[src/rtl/spi_pk_pkg.sv]
package spi_pk_pkg;

  localparam int STAT_W   = 32;
  localparam int TXW_LSB  = 0;
  localparam int RXW_LSB  = 16;
  localparam int RXE_BIT  = 24;
  localparam int RXF_BIT  = 25;
  localparam int TXE_BIT  = 28;
  localparam int TXF_BIT  = 29;

  typedef enum logic [0:0] {
    ST_IDLE = 1'b0,
    ST_MOVE = 1'b1
  } seq_state_e;

  // Number of words, whole or partial, that a byte count represents
  function automatic logic [7:0] words_held(input logic [15:0] nbytes);
    logic [15:0] sum;
    sum = nbytes + 16'd3;
    return sum[9:2];
  endfunction

  // Byte lane k of a word
  function automatic logic [7:0] lane_of(input logic [31:0] w, input logic [1:0] k);
    return w[{k, 3'b000} +: 8];
  endfunction

endpackage

[src/rtl/spi_pk_fifo.sv]
module spi_pk_fifo #(
  parameter int DEPTH = 256,
  parameter int W     = 8,
  localparam int AW   = $clog2(DEPTH),
  localparam int CW   = AW + 1
) (
  input  logic          clk,
  input  logic          rst_n,
  input  logic          flush,
  input  logic          push,
  input  logic [W-1:0]  din,
  input  logic          pop,
  output logic [W-1:0]  dout,
  output logic [CW-1:0] count,
  output logic          full,
  output logic          empty
);

  logic [W-1:0]  mem [DEPTH];
  logic [AW-1:0] wptr, rptr;
  logic          do_push, do_pop;

  assign full    = (count == CW'(DEPTH));
  assign empty   = (count == '0);
  assign do_push = push && !full;
  assign do_pop  = pop && !empty;
  assign dout    = mem[rptr];

  function automatic logic [AW-1:0] bump(input logic [AW-1:0] p);
    return (p == AW'(DEPTH - 1)) ? '0 : p + 1'b1;
  endfunction

  always_ff @(posedge clk or negedge rst_n) begin
    if (!rst_n) begin
      wptr  <= '0;
      rptr  <= '0;
      count <= '0;
    end else if (flush) begin
      wptr  <= '0;
      rptr  <= '0;
      count <= '0;
    end else begin
      if (do_push) wptr <= bump(wptr);
      if (do_pop)  rptr <= bump(rptr);
      count <= count + CW'(do_push) - CW'(do_pop);
    end
  end

  always_ff @(posedge clk) begin
    if (do_push && !flush) mem[wptr] <= din;
  end

endmodule

[src/rtl/spi_pk_seq.sv]
module spi_pk_seq
  import spi_pk_pkg::*;
(
  input  logic        clk,
  input  logic        rst_n,
  input  logic        bus_valid,
  input  logic        bus_write,
  input  logic [31:0] bus_wdata,
  output logic        bus_ready,
  output logic [31:0] bus_rdata,
  input  logic        tx_full,
  input  logic        rx_empty,
  input  logic [7:0]  rx_dout,
  output logic        tx_push,
  output logic [7:0]  tx_din,
  output logic        rx_pop,
  output logic        err_ovf,
  output logic        err_unf
);

  seq_state_e  state;
  logic        is_wr;
  logic [31:0] word;
  logic [1:0]  lane;
  logic        first_pend;
  logic        last_lane;

  assign last_lane = (lane == 2'd3);

  always_comb begin
    tx_push = (state == ST_MOVE) && is_wr && !tx_full;
    rx_pop  = (state == ST_MOVE) && !is_wr && !rx_empty;
    tx_din  = lane_of(word, lane);
  end

  always_ff @(posedge clk or negedge rst_n) begin
    if (!rst_n) begin
      state      <= ST_IDLE;
      is_wr      <= 1'b0;
      word       <= '0;
      lane       <= '0;
      first_pend <= 1'b1;
      bus_ready  <= 1'b0;
      bus_rdata  <= '0;
      err_ovf    <= 1'b0;
      err_unf    <= 1'b0;
    end else begin
      bus_ready <= 1'b0;
      err_ovf   <= 1'b0;
      err_unf   <= 1'b0;
      unique case (state)
        ST_IDLE: begin
          if (bus_valid) begin
            if (bus_write && first_pend) begin
              first_pend <= 1'b0;
              bus_ready  <= 1'b1;
            end else begin
              state <= ST_MOVE;
              is_wr <= bus_write;
              word  <= bus_wdata;
              lane  <= '0;
              if (!bus_write) bus_rdata <= '0;
            end
          end
        end
        ST_MOVE: begin
          if (is_wr) begin
            if (tx_full) begin
              err_ovf   <= 1'b1;
              state     <= ST_IDLE;
              bus_ready <= 1'b1;
            end else if (last_lane) begin
              state     <= ST_IDLE;
              bus_ready <= 1'b1;
            end else begin
              lane <= lane + 1'b1;
            end
          end else begin
            if (rx_empty) begin
              err_unf   <= 1'b1;
              state     <= ST_IDLE;
              bus_ready <= 1'b1;
            end else begin
              bus_rdata[{lane, 3'b000} +: 8] <= rx_dout;
              if (last_lane) begin
                state     <= ST_IDLE;
                bus_ready <= 1'b1;
              end else begin
                lane <= lane + 1'b1;
              end
            end
          end
        end
        default: state <= ST_IDLE;
      endcase
    end
  end

endmodule

[src/rtl/spi_word_packer.sv]
module spi_word_packer
  import spi_pk_pkg::*;
#(
  parameter int FIFO_DEPTH = 256
) (
  input  logic        clk,
  input  logic        rst_n,
  input  logic        bus_valid_i,
  input  logic        bus_write_i,
  input  logic [31:0] bus_wdata_i,
  output logic        bus_ready_o,
  output logic [31:0] bus_rdata_o,
  output logic [31:0] status_o,
  output logic        err_overflow_o,
  output logic        err_underflow_o,
  input  logic        tx_pop_i,
  output logic [7:0]  tx_byte_o,
  input  logic        rx_push_i,
  input  logic [7:0]  rx_byte_i,
  input  logic        tx_flush_i,
  input  logic        rx_flush_i
);

  localparam int CNT_W = $clog2(FIFO_DEPTH) + 1;

  // Named internal events, observed by the bound checker
  logic             tx_push, rx_pop;
  logic [7:0]       tx_din, rx_dout;
  logic [CNT_W-1:0] tx_count, rx_count;
  logic             tx_full, tx_empty, rx_full, rx_empty;

  spi_pk_seq u_seq (
    .clk       (clk),
    .rst_n     (rst_n),
    .bus_valid (bus_valid_i),
    .bus_write (bus_write_i),
    .bus_wdata (bus_wdata_i),
    .bus_ready (bus_ready_o),
    .bus_rdata (bus_rdata_o),
    .tx_full   (tx_full),
    .rx_empty  (rx_empty),
    .rx_dout   (rx_dout),
    .tx_push   (tx_push),
    .tx_din    (tx_din),
    .rx_pop    (rx_pop),
    .err_ovf   (err_overflow_o),
    .err_unf   (err_underflow_o)
  );

  spi_pk_fifo #(.DEPTH(FIFO_DEPTH), .W(8)) u_txq (
    .clk   (clk),
    .rst_n (rst_n),
    .flush (tx_flush_i),
    .push  (tx_push),
    .din   (tx_din),
    .pop   (tx_pop_i),
    .dout  (tx_byte_o),
    .count (tx_count),
    .full  (tx_full),
    .empty (tx_empty)
  );

  spi_pk_fifo #(.DEPTH(FIFO_DEPTH), .W(8)) u_rxq (
    .clk   (clk),
    .rst_n (rst_n),
    .flush (rx_flush_i),
    .push  (rx_push_i),
    .din   (rx_byte_i),
    .pop   (rx_pop),
    .dout  (rx_dout),
    .count (rx_count),
    .full  (rx_full),
    .empty (rx_empty)
  );

  always_comb begin
    status_o                  = '0;
    status_o[TXW_LSB +: 8]    = words_held(16'(tx_count));
    status_o[RXW_LSB +: 8]    = words_held(16'(rx_count));
    status_o[RXE_BIT]         = rx_empty;
    status_o[RXF_BIT]         = rx_full;
    status_o[TXE_BIT]         = tx_empty;
    status_o[TXF_BIT]         = tx_full;
  end

endmodule

[config.mk]
export PLATFORM = sky130hd
export DESIGN_NAME = spi_word_packer
export DESIGN_NICKNAME = d
export VERILOG_FILES = /design/src/rtl/spi_pk_pkg.sv /design/src/rtl/spi_pk_fifo.sv /design/src/rtl/spi_pk_seq.sv /design/src/rtl/spi_word_packer.sv
export SDC_FILE = /design/constraint.sdc
export NUM_CORES = 2
export LEC_CHECK = 0
export BUFFER_PORTS_ARGS = -buffer_cell sky130_fd_sc_hd__buf_4
export CAP_MARGIN = 30
export CORE_ASPECT_RATIO = 2
export CORE_MARGIN = 4
export CORE_UTILIZATION = 65
export CTS_CLUSTER_DIAMETER = 50
export DETAILED_ROUTE_END_ITERATION = 8
export PLACE_DENSITY_LB_ADDON = 0.2
export SYNTH_ARGS = -nofsm -noshare
export SYNTH_HDL_FRONTEND = slang
export SYNTH_SLANG_ARGS = --single-unit
[constraint.sdc]
create_clock -name clk -period 8.95 [get_ports clk]
set_input_delay 1.3425 -clock clk [delete_from_list [all_inputs] [get_ports clk]]
set_output_delay 1.3425 -clock clk [all_outputs]
set_load 0.005 [all_outputs]
-- Word level (Yosys, flattened, before mapping)
Memories as Yosys holds them, arrays and structs flattened.
Index checks and enable logic that the tools add are counted.
- bits in registers: 122
- RAM bits: 4096
- bits of input ports: 48
- output and inout bits: 75
- word-level logic and storage cells: 128
- memories kept: 2
- add/subtract/negate cells: 12
- equality and inequality tests: 14
- shifts and indexed selects: 3
- muxes and demuxes: 52
- bitwise gates (word level): 2
- reduce and logical (&&, ||, !) cells: 28
- memories (name ; depth ; width ; rd ports ; clocked after memory_dff ; write ports ; RTL line ; RTL):
    u_rxq.mem ; 256 ; 8 ; 1 ; 0 ; 1 ; spi_pk_fifo.sv:19 ; logic [W-1:0] mem [DEPTH];
    u_txq.mem ; 256 ; 8 ; 1 ; 0 ; 1 ; spi_pk_fifo.sv:19 ;
- operators with widths (kind ; count):
    $mux W32 ; 5
    $mux W8 ; 12
    $pmux W32 S2 ; 1
    $add A8 B1 Y8 const B ; 4
    $bwmux W32 ; 1
    $eq A8 B8 Y1 const B ; 4
    $shift A8 B7 Y32 const A ; 1
    $shiftx A32 B6 Y8 ; 1
    $shiftx A8 B7 Y32 ; 1
    $mux W1 ; 22
    $add A9 B2 Y10 const B ; 2
    $add A9 B1 Y9 ; 2
    $eq A9 B9 Y1 const B ; 2
    $logic_not A9 Y1 ; 2
    $mux W9 ; 2
    $sub A9 B1 Y9 ; 2
    $mux W2 ; 6
    $logic_and A1 B1 Y1 ; 11
    $ne A2 B2 Y1 const B ; 5
    $reduce_bool A2 Y1 ; 4
    $logic_not A1 Y1 ; 7
    $neg A5 Y7 ; 1
    $ne A3 B3 Y1 const B ; 2
    $reduce_and A3 Y1 ; 2
    7 further kinds ; 9

-- Logic depth before layout (Yosys ltp)
- depth in word-level cells: 7
- depth in mapped cells: 17
- depth with buffers taken out: 17

-- By module
Synthesis repeated with hierarchy kept, for this count alone.
- cell total of the unflattened synthesis: 8083
- area, all modules: 165506.2 µm²
- modules (own cells, without submodules) (module ; times used ; cells each ; area each (µm²)):
    spi_pk_fifo (u_txq) ; 1 ; 3878 ; 81064.0
    spi_pk_fifo (u_rxq) ; 1 ; 3942 ; 80925.1
    spi_pk_seq ; 1 ; 210 ; 3146.8
    spi_word_packer ; 1 ; 53 ; 370.4

-- Worst setup path after synthesis
No wires, ideal clock.
- kind: flip-flop to output port
- from: reg u_txq.rptr[0]
- to: out tx_byte_o[6]
- arrival: 2.787 ns
- required time: 7.607 ns
- slack: 4.821 ns
- cell stages (with the launch flop): 8
- buffers on the path: 3
- path through: dfrtp_1 -> buf_2 -> buf_2 -> buf_1 -> mux4_2 -> mux4_2 -> a221oi_1 -> o221ai_1
- longest elaborated chain between the ends: 1
- ends and longest elaborated chain (what ; RTL line ; RTL):
    from (decl) ; spi_pk_fifo.sv:20 ; logic [AW-1:0] wptr, rptr;
    from (signal assigned) ; spi_pk_fifo.sv:44 ; if (do_pop) rptr <= bump(rptr);
    $mem_v2 Z256 W8 ; -- ;
    to (decl) ; spi_word_packer.sv:17 ; output logic [7:0] tx_byte_o,
Every way passes these cells.

-- Final worst setup path
- from: reg u_txq.rptr[1]
- to: out tx_byte_o[3]
The elaborated chain is that of the path after synthesis.

==> results.yml <==
clocking:
  cts_buffers: 345
  cts_root_buf: "clkbuf_16"
  h-tree-depth: 5
  clkLatencyLatePin_ns: 0.92
  cts_resized: 0
  postCtsSetupBuffers: 0
  clk_path_buf_depth: 4
  path_clk_slew_ns: 0.07
  clock_sinks: 4218
  cts_hold_buf: 0
  cts_tree: "built"
status:
  status: "finished with violations"
  violations: "max-slew violations"
routing:
  avgViaCountPerCell: 7.035
  via_count: 81455
  wirelength_mm: 434.1
  route.antenna.remaining_nets: 0
  wl_per_cell_um: 37.49
  detail_route.iter0.violations: 10642
  dr.pass1.iters: 6
  drc: 0
timing:
  maxSlewViolCount: 1
  finalHoldViolCount: 0
  fmax_mhz: 133.1
  tns_ns: 0
  fin_crit_sh: 0.8393
  setup_viol_count_final: 0
  finClkSkew_ns: 0.05296
  tightest_slew_ns: 1.568
  post-route-min-period_ns: 7.512
  slew_headroom: -0.04555
  rsz0062_at_grt: "no"
finish:
  final_common_cell: "edfxtp_1"
  area_growth_pct: 10.12
  drive_gt1_frac: 0.2495
  final_cell_mix: "edfxtp_1, mux4_2, nor2_1"
  nNetsFinal: 8104
  final_cell_area_mm2: 0.1815
  fill_cells: 14249
die:
  rows: 261
  die_x_um: 364.1
  ios: 123
  start_util: 0.6530
  fp.dieH_um: 720.2
  core_mm2: 0.2524
  die-area_mm2: 0.2622
synth:
  yosys.cell_types.count: 83
  synthArstFlopShare: 0.02892
  avgSynthCellArea_um2: 21.37
  yosysSeqAreaShare: 0.7647
  yosys_warnings: 0
  synth_edf_count: 4096
  synthesis.area_mm2: 0.1648
  syn_inst: 7712
  synth_flop_cell: "edfxtp_1"
  ys_ff_latch: 4218
worst_setup_path:
  path_cells: "buf_4 -> buf_4 -> mux4_2 -> mux4_2 -> a22oi_1 -> nand2_1 -> a22oi_1 -> o221ai_1 -> buf_4"
  crit_path_max_fanout: 39
  crit_family: "compound AO/OA/AOI/OAI gates"
  regToRegStartpoint: "u_rxq.rptr[1]"
  r2r_slack_ns: 3.76
  critical_path_class: "reg -> out"
  worstPathRequired_ns: 7.61
  cp_common_cell: "buf_4"
  cp.arrival_ns: 6.17
  critPathMaxStageDelay_ns: 0.91
  cp_slowest_cell: "dfrtp_4"
  path_buf_inv: 3
  r2r-end: "u_seq.bus_rdata[20]"
  critPathLaunchType: "flip-flop"
  r2r_cells: 9
  critPathCaptureType: "output pin"
worst_hold_path:
  min_path_type: "in -> async"
run:
  drv_cap: 0
placed_design:
  place.gp.congestion: 0.9921
  dp_hpwl_mm: 278.9
  postPlaceCellArea_mm2: 0.1700
  io_buffers: 110
pwr:
  powerDensity_mw_per_mm2: 277.3
  ir_drop_uv: 429.7
  power_frac_comb: 0.201
  switching_share: 0.2737
  leakage_nw: 56.06
  power_frac_clock: 0.304
  p_sw_w: 0.01378
  power_frac_seq: 0.495
  p_int_w: 0.03655
global_routing:
  grt_overflow: 0
  grtUsageTotal: 0.3365
  grt_pass1_wl_mm: 617.4
  antenna_found_initial: 10
  grt_max_degree: 193
  grt_pass1_vias: 84370
-- power groups by stage --
stage,clock (W),sequential (W),combinational (W)
3_3_place_gp,0,0.0253,0.00953
2_1_floorplan,0,0.0254,0.00652
6_report,0.0153,0.0249,0.0101
3_5_place_dp,0,0.0254,0.00996
4_1_cts,0.0154,0.0249,0.00999
5_1_grt,0.0163,0.0249,0.0107
-- per-layer routing --
| layer | track usage | up-vias | routed length, um |
|---|---|---|---|
| li1 | - | 32617 | - |
| met1 | 0.3625 | 42556 | 127800 |
| met2 | 0.5746 | 4819 | 225900 |
| met3 | 0.05620 | 1463 | 31800 |
| met4 | 0.2917 | 0 | 48590 |
| met5 | 0 | - | 0 |
-- stage by stage --
step,utilization,hold WS [ns],power [W],worst slack [ns],cells
floorplan,-,0.4703,0.03194,4.821,7723
global placement,0.6701,0.4728,0.03485,2.572,10830
detailed placement,0.6735,0.4757,0.03531,2.544,10917
CTS,0.7178,0.3843,0.05030,1.541,11539
global route,0.7190,0.4034,0.05188,1.346,11569
finish,0.7191,0.4046,0.05033,1.438,11578
-- synthesized netlist by cell type, types with 37 or more instances --
master    number  area (um2)
ha_1          54       675.7
o21ai_0       62       310.3
a22oi_1      143        1074
a21oi_1       92       460.4
mux2i_1      197        1972
buf_2        103       515.5
nand3_1       60       300.3
nand2_1      182       683.2
dfrtp_1      121        3028
mux2_2        52       585.6
edfxtp_1    4096      123000
buf_4         37       277.8
inv_1         42       157.7
mux4_2      1065       23990
a22o_1        55       481.7
clkbuf_1     228       855.8
nor2_1       613        2301
buf_1         44       165.2
o221ai_1      37       324.1
a221oi_1      41       359.1
-- logic make-up (layout without fill, tap and decap cells) --
family | after synthesis | in the layout | share of synthesized area
compound gates | 577 | 577 | 0.02535
xor+xnor | 37 | 37 | 0.001966
fa+ha+maj | 56 | 56 | 0.004342
buf+inv | 497 | 1049 | 0.01511
flops | 4218 | 4218 | 0.7647
mux | 1325 | 1325 | 0.1628
other cells | 1 | 28 | 0.00002275
simple gates | 1001 | 1001 | 0.02572
-- sequential cells by signal (all words and copies together), names as in the netlist --
| register | count |
|---|---|
| u_rxq.mem | 2048 |
| u_txq.mem | 2048 |
| u_seq.bus_rdata | 32 |
| u_seq.word | 32 |
| u_rxq.count | 9 |
| u_txq.count | 9 |
| u_rxq.rptr | 8 |
| u_rxq.wptr | 8 |
| u_txq.rptr | 8 |
| u_txq.wptr | 8 |
| u_seq.lane | 2 |
| u_seq.bus_ready | 1 |
| u_seq.err_ovf | 1 |
| u_seq.err_unf | 1 |
| u_seq.first_pend | 1 |
| u_seq.is_wr | 1 |
| u_seq.state | 1 |
-- worst max path at each step --
stage | from | to | slack (ns) | cells after the start
floorplan | u_txq.rptr[0] | tx_byte_o[6] | 4.82 | 7
global placement | u_txq.rptr[1] | tx_byte_o[3] | 2.57 | 9
detailed placement | u_txq.rptr[1] | tx_byte_o[3] | 2.54 | 9
CTS | u_txq.rptr[1] | tx_byte_o[3] | 1.54 | 9
global route | u_txq.rptr[1] | tx_byte_o[3] | 1.35 | 9
finish | u_txq.rptr[1] | tx_byte_o[3] | 1.44 | 9
-- final cells by class --
cell class	instances	area [um2]	share of cell area
Multi-Input combinational cell	3008	36450	0.2008
Inverter	43	163.9	0.0009030
Clock buffer	400	9030	0.04975
Antenna cell	16	40.04	0.0002206
Timing Repair Buffer	384	3485	0.01920
Clock inverter	222	2162	0.01191
Tap cell	3287	4113	0.02266
Sequential cell	4218	126100	0.6946
Power figures use the tool's default switching activity.
